`config.mk`:
```
export PLATFORM = sky130hd
export DESIGN_NAME = bus_unstick
export DESIGN_NICKNAME = d
export VERILOG_FILES = /design/src/rtl/bus_unstick_pkg.sv /design/src/rtl/bus_unstick_div.sv /design/src/rtl/bus_unstick_seq.sv /design/src/rtl/bus_unstick.sv
export SDC_FILE = /design/constraint.sdc
export NUM_CORES = 1
export LEC_CHECK = 0
export ABC_AREA = 0
export CORE_MARGIN = 2
export CORE_UTILIZATION = 52
export CTS_CLUSTER_DIAMETER = 100
export DETAILED_ROUTE_END_ITERATION = 12
export PLACE_DENSITY = 0.76
export SLEW_MARGIN = 20
export SYNTH_ARGS = -nofsm -noshare
export SYNTH_HDL_FRONTEND = slang
export SYNTH_HIERARCHICAL = 1
export SYNTH_SLANG_ARGS = --single-unit
```
`constraint.sdc`:
```
create_clock -name clk -period 4.5 [get_ports clk]
set_input_delay 0.9 -clock clk [delete_from_list [all_inputs] [get_ports clk]]
set_output_delay 0.9 -clock clk [all_outputs]
set_load 0.05 [all_outputs]
```
`src/rtl/bus_unstick_pkg.sv`:
```
package bus_unstick_pkg;
  typedef enum logic [3:0] {
    ST_IDLE, ST_PRE, ST_START1, ST_GRAB, ST_LO, ST_HI,
    ST_LO2, ST_RISE, ST_START2, ST_STOP
  } phase_e;
endpackage

```
`src/rtl/bus_unstick_div.sv`:
```
module bus_unstick_div #(
  parameter int DIV_W = 8
) (
  input  logic             clk,
  input  logic             rst_n,
  input  logic             load,
  input  logic [DIV_W-1:0] load_val,
  input  logic             run,
  output logic             tick
);
  logic [DIV_W-1:0] lim_q;
  logic [DIV_W-1:0] cnt_q;

  assign tick = run && (cnt_q == lim_q);

  always_ff @(posedge clk) begin
    if (!rst_n) begin
      lim_q <= '0;
      cnt_q <= '0;
    end else if (load) begin
      lim_q <= load_val;
      cnt_q <= '0;
    end else if (run) begin
      if (tick) cnt_q <= '0;
      else      cnt_q <= cnt_q + 1'b1;
    end
  end
endmodule

```
`src/rtl/bus_unstick_seq.sv`:
```
module bus_unstick_seq
  import bus_unstick_pkg::*;
#(
  parameter int NPULSE = 9
) (
  input  logic clk,
  input  logic rst_n,
  input  logic go,
  input  logic tick,
  input  logic scl_in,
  input  logic sda_in,
  output logic accept,
  output logic busy,
  output logic done,
  output logic scl_oe,
  output logic sda_oe
);
  localparam int PW = $clog2(NPULSE + 1);
  localparam logic [PW-1:0] LAST = PW'(NPULSE - 1);

  phase_e        st_q, st_d;
  logic [PW-1:0] pulse_q;
  logic          done_q;
  logic          adv;

  assign accept = go && (st_q == ST_IDLE);
  assign busy   = (st_q != ST_IDLE);
  assign done   = done_q;
  assign scl_oe = (st_q == ST_GRAB) || (st_q == ST_LO) || (st_q == ST_LO2);
  assign sda_oe = (st_q == ST_START1) || (st_q == ST_GRAB) || (st_q == ST_START2);

  always_comb begin
    case (st_q)
      ST_HI, ST_RISE: adv = tick && scl_in;
      ST_STOP:        adv = tick && scl_in && sda_in;
      default:        adv = tick;
    endcase
  end

  always_comb begin
    st_d = st_q;
    case (st_q)
      ST_IDLE:   if (go) st_d = ST_PRE;
      ST_PRE:    if (adv) st_d = ST_START1;
      ST_START1: if (adv) st_d = ST_GRAB;
      ST_GRAB:   if (adv) st_d = ST_LO;
      ST_LO:     if (adv) st_d = ST_HI;
      ST_HI:     if (adv) st_d = (pulse_q == LAST) ? ST_LO2 : ST_LO;
      ST_LO2:    if (adv) st_d = ST_RISE;
      ST_RISE:   if (adv) st_d = ST_START2;
      ST_START2: if (adv) st_d = ST_STOP;
      ST_STOP:   if (adv) st_d = ST_IDLE;
      default:   st_d = ST_IDLE;
    endcase
  end

  always_ff @(posedge clk) begin
    if (!rst_n) begin
      st_q    <= ST_IDLE;
      pulse_q <= '0;
      done_q  <= 1'b0;
    end else begin
      st_q   <= st_d;
      done_q <= (st_q == ST_STOP) && adv;
      if (accept)                       pulse_q <= '0;
      else if ((st_q == ST_HI) && adv)  pulse_q <= pulse_q + 1'b1;
    end
  end
endmodule

```
`src/rtl/bus_unstick.sv`:
```
module bus_unstick #(
  parameter int DIV_W  = 8,
  parameter int NPULSE = 9
) (
  input  logic             clk,
  input  logic             rst_n,
  input  logic             go,
  input  logic [DIV_W-1:0] half_div,
  input  logic             scl_in,
  input  logic             sda_in,
  output logic             scl_oe,
  output logic             sda_oe,
  output logic             busy,
  output logic             done
);
  logic accept;
  logic tick;

  bus_unstick_div #(.DIV_W(DIV_W)) u_div (
    .clk(clk), .rst_n(rst_n), .load(accept), .load_val(half_div),
    .run(busy), .tick(tick)
  );

  bus_unstick_seq #(.NPULSE(NPULSE)) u_seq (
    .clk(clk), .rst_n(rst_n), .go(go), .tick(tick),
    .scl_in(scl_in), .sda_in(sda_in), .accept(accept), .busy(busy),
    .done(done), .scl_oe(scl_oe), .sda_oe(sda_oe)
  );
endmodule

```
==> Word-level counts from Yosys, hierarchy flattened <==
Cells that the tools add are included.
{ "totals": {"register_bits": 25, "inputBits": 13} }
{ "classes": {"add_sub_neg": 2, "eq_ne": 21, "n_mux": 14, "bitwise_logic": 1, "n_reduce_logical": 15} }
{ "op_table": {"columns": ["op", "n"], "rows": [
  ["$mux 4", 10],
  ["$pmux 4 s10", 1],
  ["$ne 2x1->1 const B", 9],
  ["$eq 4x3->1 const B", 4],
  ["$eq 4x4->1 const B", 3],
  ["$reduce_and 10->1", 1],
  ["$add 8x1->8 const B", 1],
  ["$eq 4x2->1 const B", 2],
  ["$eq 8x8->1", 1],
  ["$mux 8", 1],
  ["$logic_and 1x1->1", 6],
  ["$add 4x1->4 const B", 1],
  ["$eq 4x1->1 const B", 1],
  ["$logic_not 4->1", 1],
  ["$logic_or 1x1->1", 4],
  ["$reduce_bool 4->1", 1],
  ["$reduce_or 2->1", 2],
  ["$mux 2", 1],
  ["$ne 2x2->1 const B", 1],
  ["$pmux 1 s2", 1],
  ["$not 1->1", 1]
]} }

==> Depth between registers and ports, before layout <==
Gate-level depths: netlist (run 1).
{ "depth": {"ltp_word": 7, "mapped_depth": 10} }

==> Modules after synthesis <==
The synthesis (run 1) kept the hierarchy.
{ "by_module_without_submodules": {"columns": ["mod", "n_inst", "cells_per_inst", "area_each_um2"], "rows": [
  ["bus_unstick_div", 1, 76, 755.7],
  ["bus_unstick_seq", 1, 71, 566.8]
]} }

==> Least setup slack after synthesis (run 1) <==
No wires, ideal clock.
{ "synth_timing": {"kind": "register -> register", "start": "reg u_seq.st_q[2]", "end": "reg u_seq.st_q[1]", "arrival_ns": 2.516, "required_time_ns": 4.378, "setup_slack_ns": 1.862, "path_stages_with_launch": 11, "period_less_slack_ns": 2.638, "path_cell_list": "dfxtp_1 > buf_2 > nor2_1 > nand2_1 > buf_4 > nand4_1 > nor3_4 > o21bai_1 > a221oi_1 > and3_1 > a311o_1"} }
{ "synth_between": {"elab_chain_cells": 7, "elab_cells_between_ends": 28, "classes_between": "eq/ne (19); mux (2); reduce/logical (7)"} }
{ "synth_lines": {"columns": ["item", "line_no", "text"], "rows": [
  ["start, declared", "bus_unstick_seq.sv:21", "phase_e st_q, st_d;"],
  ["start signal, assigned", "bus_unstick_seq.sv:63", "st_q <= st_d;"],
  ["$reduce_bool 4->1 *", "bus_unstick_seq.sv:27", "assign busy = (st_q != ST_IDLE);"],
  ["via busy", "bus_unstick.sv:13", "output logic busy,"],
  ["$logic_and 1x1->1 *", "bus_unstick_div.sv:14", "assign tick = run && (cnt_q == lim_q);"],
  ["via tick", "bus_unstick.sv:17", "logic tick;"],
  ["$logic_and 1x1->1", "bus_unstick_seq.sv:34, bus_unstick_seq.sv:35", null],
  ["$logic_and 1x1->1", "bus_unstick_seq.sv:35", "ST_STOP: adv = tick && scl_in && sda_in;"],
  ["$pmux 1 s2 *", "bus_unstick_seq.sv:33", "case (st_q)"],
  ["$ne 2x1->1 (no source line)", null, null],
  ["$reduce_and 10->1 (no source line) *", null, null]
]} }
Mark *: on every way through the listed nets, which the timed path passes. The rest lies on a longest branch.
A chain may end at the register's enable or synchronous reset.

==> Worst setup path in the final report (run 1) <==
{ "layout_timing": {"start": "reg u_seq.st_q[3]", "end": "out busy"} }
{ "layout_between": {"elab_chain_cells": 1} }
{ "layout_lines": {"columns": ["item", "line_no"], "rows": [
  ["$reduce_bool 4->1", "bus_unstick_seq.sv:27"],
  ["end, declared", "bus_unstick.sv:13"]
]} }
Every way passes these cells.

==> results of run 1 <==
==> cell type report <==
cell class / instances / area [um^2] / share of cell area (%)
timing repair buffer: 16 / 160 / 10.6
clock inverter: 1 / 5.00 / 0.331
multi-input combinational: 111 / 771 / 51.0
clock buffer: 3 / 22.5 / 1.49
tap: 30 / 37.5 / 2.48
inverter: 4 / 15.0 / 0.993
sequential: 25 / 500 / 33.1
==> power groups by stage <==
stage	registers, mW	clock network, mW	logic [mW]
after global placement	0.283	0	0.240
final	0.279	0.101	0.251
after CTS	0.279	0.104	0.251
after global routing	0.283	0.113	0.272
after floorplan	0.264	0	0.217
after detailed placement	0.284	0	0.250
==> synthesized netlist by cell type (2+ instances only) <==
library cell               instances  area (um^2)
sky130_fd_sc_hd__a21oi_1           4         20.0
sky130_fd_sc_hd__and3_1            2         12.5
sky130_fd_sc_hd__buf_2             2         10.0
sky130_fd_sc_hd__buf_4             2         15.0
sky130_fd_sc_hd__clkbuf_1          2         7.51
sky130_fd_sc_hd__dfxtp_1          25          500
sky130_fd_sc_hd__ha_1              3         37.5
sky130_fd_sc_hd__inv_1             3         11.3
sky130_fd_sc_hd__mux2i_1           9         90.1
sky130_fd_sc_hd__nand2_1          10         37.5
sky130_fd_sc_hd__nand2b_1          5         31.3
sky130_fd_sc_hd__nand3_1           2         10.0
sky130_fd_sc_hd__nand3b_1          2         15.0
sky130_fd_sc_hd__nand4_1           6         37.5
sky130_fd_sc_hd__nor2_1           13         48.8
sky130_fd_sc_hd__nor2b_1           8         50.1
sky130_fd_sc_hd__nor3_1           10         50.1
sky130_fd_sc_hd__nor4_1            2         12.5
sky130_fd_sc_hd__o21a_1            2         15.0
sky130_fd_sc_hd__xnor2_1          15          131
sky130_fd_sc_hd__xor2_1            4         35.0
==> worst reg2reg max path, stage by stage, from the launching register on <==
cell and delay, ns:
sky130_fd_sc_hd__dfxtp_1 0.62, sky130_fd_sc_hd__nor2_1 0.14, sky130_fd_sc_hd__nand2_1 0.28, sky130_fd_sc_hd__nand4_1 0.24, sky130_fd_sc_hd__nor3_4 0.52, sky130_fd_sc_hd__o21bai_1 0.19, sky130_fd_sc_hd__a221oi_1 0.15, sky130_fd_sc_hd__and3_1 0.26
sky130_fd_sc_hd__a311o_1 0.31
==> cell families after synthesis <==
| group | count (synthesis) | share of synthesized area [%] |
|---|---|---|
| adder cells (fa/ha/maj) | 3 | 2.84 |
| flip-flops | 25 | 37.8 |
| XOR/XNOR | 19 | 12.6 |
| multiplexers | 9 | 6.81 |
| AND/OR/NAND/NOR | 66 | 27.8 |
| AO/OA/AOI/OAI | 14 | 8.23 |
| buffers and inverters | 11 | 3.88 |
==> flip-flops by register name, indices dropped and copies added (netlist names) <==
signal and count:
u_seq/pulse_q 4, u_div/cnt_q 8, u_seq/done 1, u_div/lim_q 8, u_seq/st_q 4
==> per-stage QoR <==
stage	area, um^2	setup slack, ns	hold WS, ns	power [mW]	util (%)
global route	1510	1.25	0.573	0.668	62.1
detailed placement	1480	1.68	0.510	0.534	61.0
floorplan	1320	1.86	0.485	0.481	-
global placement	1480	1.80	0.510	0.523	61.0
finish	1510	1.38	0.541	0.631	62.1
CTS	1510	1.40	0.547	0.634	62.1
==> worst paths after layout <==
kind | endpoint | slack [ns] | depth (start not counted)
hold / removal | u_seq/pulse_q[3]$_SDFFE_PP0P_ | 0.54 | 2
setup / recovery | busy | 1.38 | 3
setup reg to reg | u_seq/st_q[1]$_SDFFE_PN0P_ | 1.68 | 8
hold reg to reg | u_seq/pulse_q[3]$_SDFFE_PP0P_ | 0.54 | 2
==> placed cells by master (no fill, tap or decap), types with 2 or more instances in the layout <==
master	n
sky130_fd_sc_hd__dfxtp_1	25
sky130_fd_sc_hd__clkdlybuf4s50_1	16
sky130_fd_sc_hd__xnor2_1	15
sky130_fd_sc_hd__nor2_1	13
sky130_fd_sc_hd__nand2_1	10
sky130_fd_sc_hd__nor3_1	10
sky130_fd_sc_hd__mux2i_1	9
sky130_fd_sc_hd__nor2b_1	8
sky130_fd_sc_hd__nand4_1	6
sky130_fd_sc_hd__nand2b_1	5
sky130_fd_sc_hd__a21oi_1	4
sky130_fd_sc_hd__xor2_1	4
sky130_fd_sc_hd__clkbuf_4	3
sky130_fd_sc_hd__ha_1	3
sky130_fd_sc_hd__inv_1	3
sky130_fd_sc_hd__nand3_1	2
sky130_fd_sc_hd__and3_1	2
sky130_fd_sc_hd__nand3b_1	2
sky130_fd_sc_hd__o21a_1	2
sky130_fd_sc_hd__nor4_1	2
==> per-layer routing <==
metal	wire [um]	part of all wire (%)	global-route usage, %
met2	1450	53	35.3
met4	46	1.7	9.58
met5	0	0	0
met3	80	2.9	4.10
met1	1150	42	24.1
==> metrics.log, run 1 <==
INFO  metric outcome = finished, final reports clean
INFO  metric core_area = 2430 um^2
INFO  metric cp_top_family = buffers and inverters
INFO  metric clock_sinks = 25
INFO  metric wl_per_cell = 14.4 um
INFO  metric p_clk_share = 16.1%
INFO  metric yosys.cell_types.count = 37
INFO  metric io_buffers = 16
INFO  metric power.combinational.fraction = 39.7%
INFO  metric final_period_minus_worst_setup_slack = 3.12 ns
INFO  metric switching_share_of_total_power = 39.7%
INFO  metric fp.dieArea = 2960 um^2
INFO  metric vias_per_cell = 5.58
INFO  metric grt_antenna_before_repair = 0
INFO  metric cp_slowest_cell = sky130_fd_sc_hd__clkdlybuf4s50_1
INFO  metric cts-root-buf = sky130_fd_sc_hd__clkbuf_4
INFO  metric grt_setup_unrepaired = no
INFO  metric die_w = 54.4 um
INFO  metric endpoint_kind = primary output
INFO  metric critPathKind = reg -> out
INFO  metric skew = 0.0110 ns
INFO  metric clkLatencyLatePin = 0.32 ns
INFO  metric seq_power_share = 44.2%
INFO  metric max-cap-violations = 0
INFO  metric clkTransAtPathRegs = 0.15 ns
INFO  metric crit_path_cell_trace = nor2_1, nand2_1, clkdlybuf4s50_1
INFO  metric ys_seq_area_share = 37.8%
INFO  metric rel_slew_slack = 60.6%
INFO  metric tns = 0 ns
INFO  metric placed_cells = 186
INFO  metric netlist_area = 1320 um^2
INFO  metric critical_path_arrival = 2.22 ns
INFO  metric postSynthAreaPerCell = 9.00 um^2
INFO  metric number_of_instances_in_the_synthesized_netlist = 147
INFO  metric num-fill-cells = 216
INFO  metric tritoncts = yes
INFO  metric netSwitchingPower = 0.250 mW
INFO  metric postSynthNetCount = 163
INFO  metric number_of_hold_repair_buffers_added_at_the_cts_stage = 0
INFO  metric place.gp.congestion = 0.787
INFO  metric yosysWarnings = 6
INFO  metric antenna_cells = 0
INFO  metric min_period_over_period = 69.3%
INFO  metric nets = 177
INFO  metric max_buffers_root_to_sink = 2
INFO  metric floorplan.initialDensity = 54.4%
INFO  metric dp_hpwl = 2020 um
INFO  metric cpPeakStageDelay = 0.87 ns
INFO  metric firstDrtPassIters = 4
INFO  metric drc = 0
INFO  metric timing.hold.worst.class = reg -> reg
INFO  metric cp.buffers_inverters = 1
INFO  metric cts_made_buffers = 3
INFO  metric boundaryPins = 17
INFO  metric number_of_enable_type_register_cells_in_the_synthesized_netlist = 0
INFO  metric critical_path.max_fanout = 15
INFO  metric fmaxAchievable = 321 MHz
INFO  metric leakagePower = 0.524 nW
INFO  metric asyncSetResetFlopFracSynth = 0%
INFO  metric detail-route-antenna-nets = 0
INFO  metric post_cts_resize_count = 0
INFO  metric crit_path_start_kind = flop
INFO  metric layout-area-overhead-vs-synth = 14.3%
INFO  metric powerDensity = 417 nW/um^2
INFO  metric setup.worst_path.start = u_seq/st_q[3]$_SDFFE_PN0P_
INFO  metric power_report.internal_total = 0.381 mW
INFO  metric flip_flop_cell_with_the_highest_count_after_synthesis = sky130_fd_sc_hd__dfxtp_1
INFO  metric first_global_vias = 1045
INFO  metric first_iter_violations = 21
INFO  metric vias = 1061
INFO  metric worst_hold_startpoint = u_seq/pulse_q[3]$_SDFFE_PP0P_
INFO  metric cts_htree_levels = 1
INFO  metric total_of_flip_flops_plus_latches_after_synthesis = 25
INFO  metric share_of_layout_cells_above_drive_strength_1 = 6.25%
INFO  metric setup_viol_count_final = 0
INFO  metric placementRows = 18
INFO  metric fin_cells = 190
INFO  metric worst-endpoint-required = 3.60 ns
INFO  metric r2r-start = u_seq/st_q[3]$_SDFFE_PN0P_
INFO  metric timing.final.max_slew_violations = 0
INFO  metric worst_ir_drop_on_vdd = 0.000296 V
INFO  metric timing_worst_slew_pin_value = 0.592 ns
INFO  metric hold_violations = 0
INFO  metric grt_first_pass_wirelength = 4440 um
INFO  metric grtUsageTotal = 20.4%
INFO  metric post-cts-setup-buffer-count = 0
INFO  metric grt.overflow.total = 0
INFO  metric detail_route.wirelength = 2730 um
INFO  metric die_height = 54.4 um
INFO  metric largest_net_degree_at_the_start_of_global_routing = 16
Note: power is estimated with default switching activity, not from simulation.
==> run 2, diff against run 1 <==
--- a/config.mk
+++ b/config.mk
@@ -7,10 +7,10 @@
 export LEC_CHECK = 0
 export ABC_AREA = 0
 export CORE_MARGIN = 2
-export CORE_UTILIZATION = 52
+export CORE_UTILIZATION = 48
 export CTS_CLUSTER_DIAMETER = 100
 export DETAILED_ROUTE_END_ITERATION = 12
-export PLACE_DENSITY = 0.76
+export PLACE_DENSITY = 0.74
 export SLEW_MARGIN = 20
 export SYNTH_ARGS = -nofsm -noshare
 export SYNTH_HDL_FRONTEND = slang
==> constraint.sdc (replaced) <==
create_clock -name clk -period 2.8 [get_ports clk]
set_input_delay 0.56 -clock clk [delete_from_list [all_inputs] [get_ports clk]]
set_output_delay 0.56 -clock clk [all_outputs]
set_load 0.05 [all_outputs]
==> run 2 against run 1 <==
Against the previous run: final cell count increased by 2.1%; die area increased by 7.7%; sequential share of layout area decreased by 0.46 points; clock skew increased by 0.0015 ns.
==> metrics.log, run 2 (synthesis results as in run 1) <==
INFO  metric die_w = 56.5 um (+3.8%)
INFO  metric place.gp.congestion = 0.837 (+6.5%)
INFO  metric cts_htree_levels = 1 (unchanged)
INFO  metric grt_setup_unrepaired = no
INFO  metric endpoint_kind = primary output
INFO  metric drc = 0 (unchanged)
INFO  metric fmaxAchievable = 370 MHz
INFO  metric antenna_cells = 0 (unchanged)
INFO  metric wl_per_cell = 13.5 um (-6.0%)
INFO  metric cts-root-buf = sky130_fd_sc_hd__clkbuf_4
INFO  metric vias_per_cell = 5.62 (+0.62%)
INFO  metric nets = 180 (+1.7%)
INFO  metric cp_slowest_cell = sky130_fd_sc_hd__clkdlybuf4s50_1
INFO  metric layout-area-overhead-vs-synth = 16.5%
INFO  metric rrSetupSlack = 0.29 ns (-1.39 ns)
INFO  metric clkTransAtPathRegs = 0.14 ns (about the same)
INFO  metric detail-route-antenna-nets = 0 (unchanged)
INFO  metric r2r_cells = 8 (unchanged)
INFO  metric timing.final.max_slew_violations = 0 (unchanged)
INFO  metric critical_path.max_fanout = 12 (-3)
INFO  metric io_buffers = 16 (unchanged)
INFO  metric clkLatencyLatePin = 0.32 ns (about the same)
INFO  metric leakagePower = 0.558 nW (+6.5%)
INFO  metric grt_first_pass_wirelength = 4460 um (+0.47%)
INFO  metric critical_path_arrival = 2.14 ns (-0.08 ns)
INFO  metric worst-endpoint-required = 2.24 ns (-1.36 ns)
INFO  metric detail_route.wirelength = 2620 um (-4.0%)
INFO  metric max_buffers_root_to_sink = 2 (unchanged)
INFO  metric largest_net_degree_at_the_start_of_global_routing = 16 (unchanged)
INFO  metric max-cap-violations = 0 (unchanged)
INFO  metric skew = 0.0124 ns (+0.00147 ns)
INFO  metric setup.worst_path.start = u_seq/st_q[2]$_SDFFE_PN0P_
INFO  metric tns = 0 ns (unchanged)
INFO  metric largest_registers = u_div/cnt_q: 8 flops, u_div/lim_q: 8 flops
INFO  metric powerDensity = 665 nW/um^2 (+59%)
INFO  metric timing_worst_slew_pin_value = 0.614 ns (+0.0228 ns)
INFO  metric min_period_over_period = 96.5%
INFO  metric hold_depth = 2 (unchanged)
INFO  metric post-layout-total-power = 1.02 mW (+62%)
INFO  metric cpPeakStageDelay = 0.80 ns (-0.07 ns)
INFO  metric rel_slew_slack = 59.0% (-1.5 points)
INFO  metric grt.overflow.total = 0 (unchanged)
INFO  metric core_area = 2690 um^2 (+10%)
INFO  metric grtUsageTotal = 17.6% (-2.8 points)
INFO  metric outcome = finished, final reports clean
INFO  metric cts_made_buffers = 3 (unchanged)
INFO  metric number_of_hold_repair_buffers_added_at_the_cts_stage = 0 (unchanged)
INFO  metric layout.cells.most_common_list = sky130_fd_sc_hd__dfxtp_1, sky130_fd_sc_hd__clkdlybuf4s50_1, sky130_fd_sc_hd__xnor2_1
INFO  metric crit_end = busy
INFO  metric first_global_vias = 1019 (-2.5%)
INFO  metric setup_viol_count_final = 0 (unchanged)
INFO  metric worst_ir_drop_on_vdd = 0.000443 V (+49%)
INFO  metric fp.dieArea = 3190 um^2 (+7.7%)
INFO  metric firstDrtPassIters = 4 (unchanged)
INFO  metric critPathKind = reg -> out
INFO  metric placementRows = 19 (+1)
INFO  metric tritoncts = yes
INFO  metric hold_violations = 0 (unchanged)
INFO  metric first_iter_violations = 36 (+71%)
INFO  metric num-fill-cells = 252 (+17%)
INFO  metric timing.rr.end = u_seq/pulse_q[1]$_SDFFE_PP0P_
INFO  metric die_height = 56.5 um (+3.8%)
INFO  metric vias = 1090 (+2.7%)
INFO  metric timing.hold.ws = 0.541 ns (+0.000646 ns)
INFO  metric dp_hpwl = 1960 um (-3.0%)
INFO  metric final_period_minus_worst_setup_slack = 2.70 ns
INFO  metric crit_path_cell_trace = nor2_1, nand2_1, buf_4, clkdlybuf4s50_1
INFO  metric share_of_layout_cells_above_drive_strength_1 = 9.20% (+3.0 points)
INFO  metric layout_commonest_cell = sky130_fd_sc_hd__dfxtp_1
INFO  metric timing.hold.worst.class = reg -> reg
INFO  metric crit_path_start_kind = flop
INFO  metric r2r-start = u_seq/st_q[2]$_SDFFE_PN0P_
INFO  metric floorplan.initialDensity = 49.2% (-5.1 points)
INFO  metric clock_sinks = 25 (unchanged)
INFO  metric boundaryPins = 17 (unchanged)
INFO  metric grt_antenna_before_repair = 0 (unchanged)
INFO  metric post-route-util = 57.3% (-4.8 points)
## run 2: how the worst min path moves through the flow
stage | start | end | slack, ns
finish | u_seq/pulse_q[3]$_SDFFE_PP0P_ | u_seq/pulse_q[3]$_SDFFE_PP0P_ | 0.54
global route | u_seq/pulse_q[3]$_SDFFE_PP0P_ | u_seq/pulse_q[3]$_SDFFE_PP0P_ | 0.57
CTS | u_div/lim_q[3]$_SDFFE_PN0P_ | u_div/lim_q[3]$_SDFFE_PN0P_ | 0.55
detailed placement | u_seq/pulse_q[3]$_SDFFE_PP0P_ | u_seq/pulse_q[3]$_SDFFE_PP0P_ | 0.51
global placement | u_seq/pulse_q[3]$_SDFFE_PP0P_ | u_seq/pulse_q[3]$_SDFFE_PP0P_ | 0.51
floorplan | u_seq/pulse_q[3]$_SDFFE_PP0P_ | u_seq/pulse_q[3]$_SDFFE_PP0P_ | 0.48
## run 2: metal layers
metal | global-route usage (%) | routed length [um] | vias to the layer above
li1 | - | - | 546
met1 | 22.5 | 1070 | 498
met2 | 29.7 | 1390 | 42
met3 | 3.23 | 131 | 4
met4 | 5.78 | 27 | 0
met5 | 0 | 0 | -
## run 2: metrics by stage
| step | area [um^2] | instances | setup WS, ns |
|---|---|---|---|
| floorplan | 1320 | 147 | 0.162 |
| global placement | 1510 | 190 | 0.450 |
| detailed placement | 1510 | 190 | 0.334 |
| CTS | 1540 | 194 | 0.0858 |
| global route | 1540 | 194 | 0.0283 |
| finish | 1540 | 194 | 0.0980 |
## run 2: cell type report
type / count / area [um^2] / share of cell area (%)
Clock inverter: 1 / 5.00 / 0.325
Multi-Input combinational cell: 111 / 771 / 50.0
Sequential cell: 25 / 503 / 32.7
Timing Repair Buffer: 19 / 185 / 12.0
Clock buffer: 3 / 22.5 / 1.46
Inverter: 4 / 15.0 / 0.975
Tap cell: 31 / 38.8 / 2.52
## run 2: timing repair
item	4_1_cts	5_1_grt
setup buffers	0	0
resized for setup	0	3
setup endpoints to repair	0	4
## run 2: critical path, delay by kind of cell, from the launching register on
family | cells | cell delay [ns]
DFF | 1 | 0.61
and+or+nand+nor | 2 | 0.25
buffers and inverters | 2 | 0.96
## run 2: power by group
part,switching [mW],internal (mW)
Combinational,0.234,0.182
Clock,0.107,0.0535
Sequential,0.0551,0.393
Total,0.396,0.629
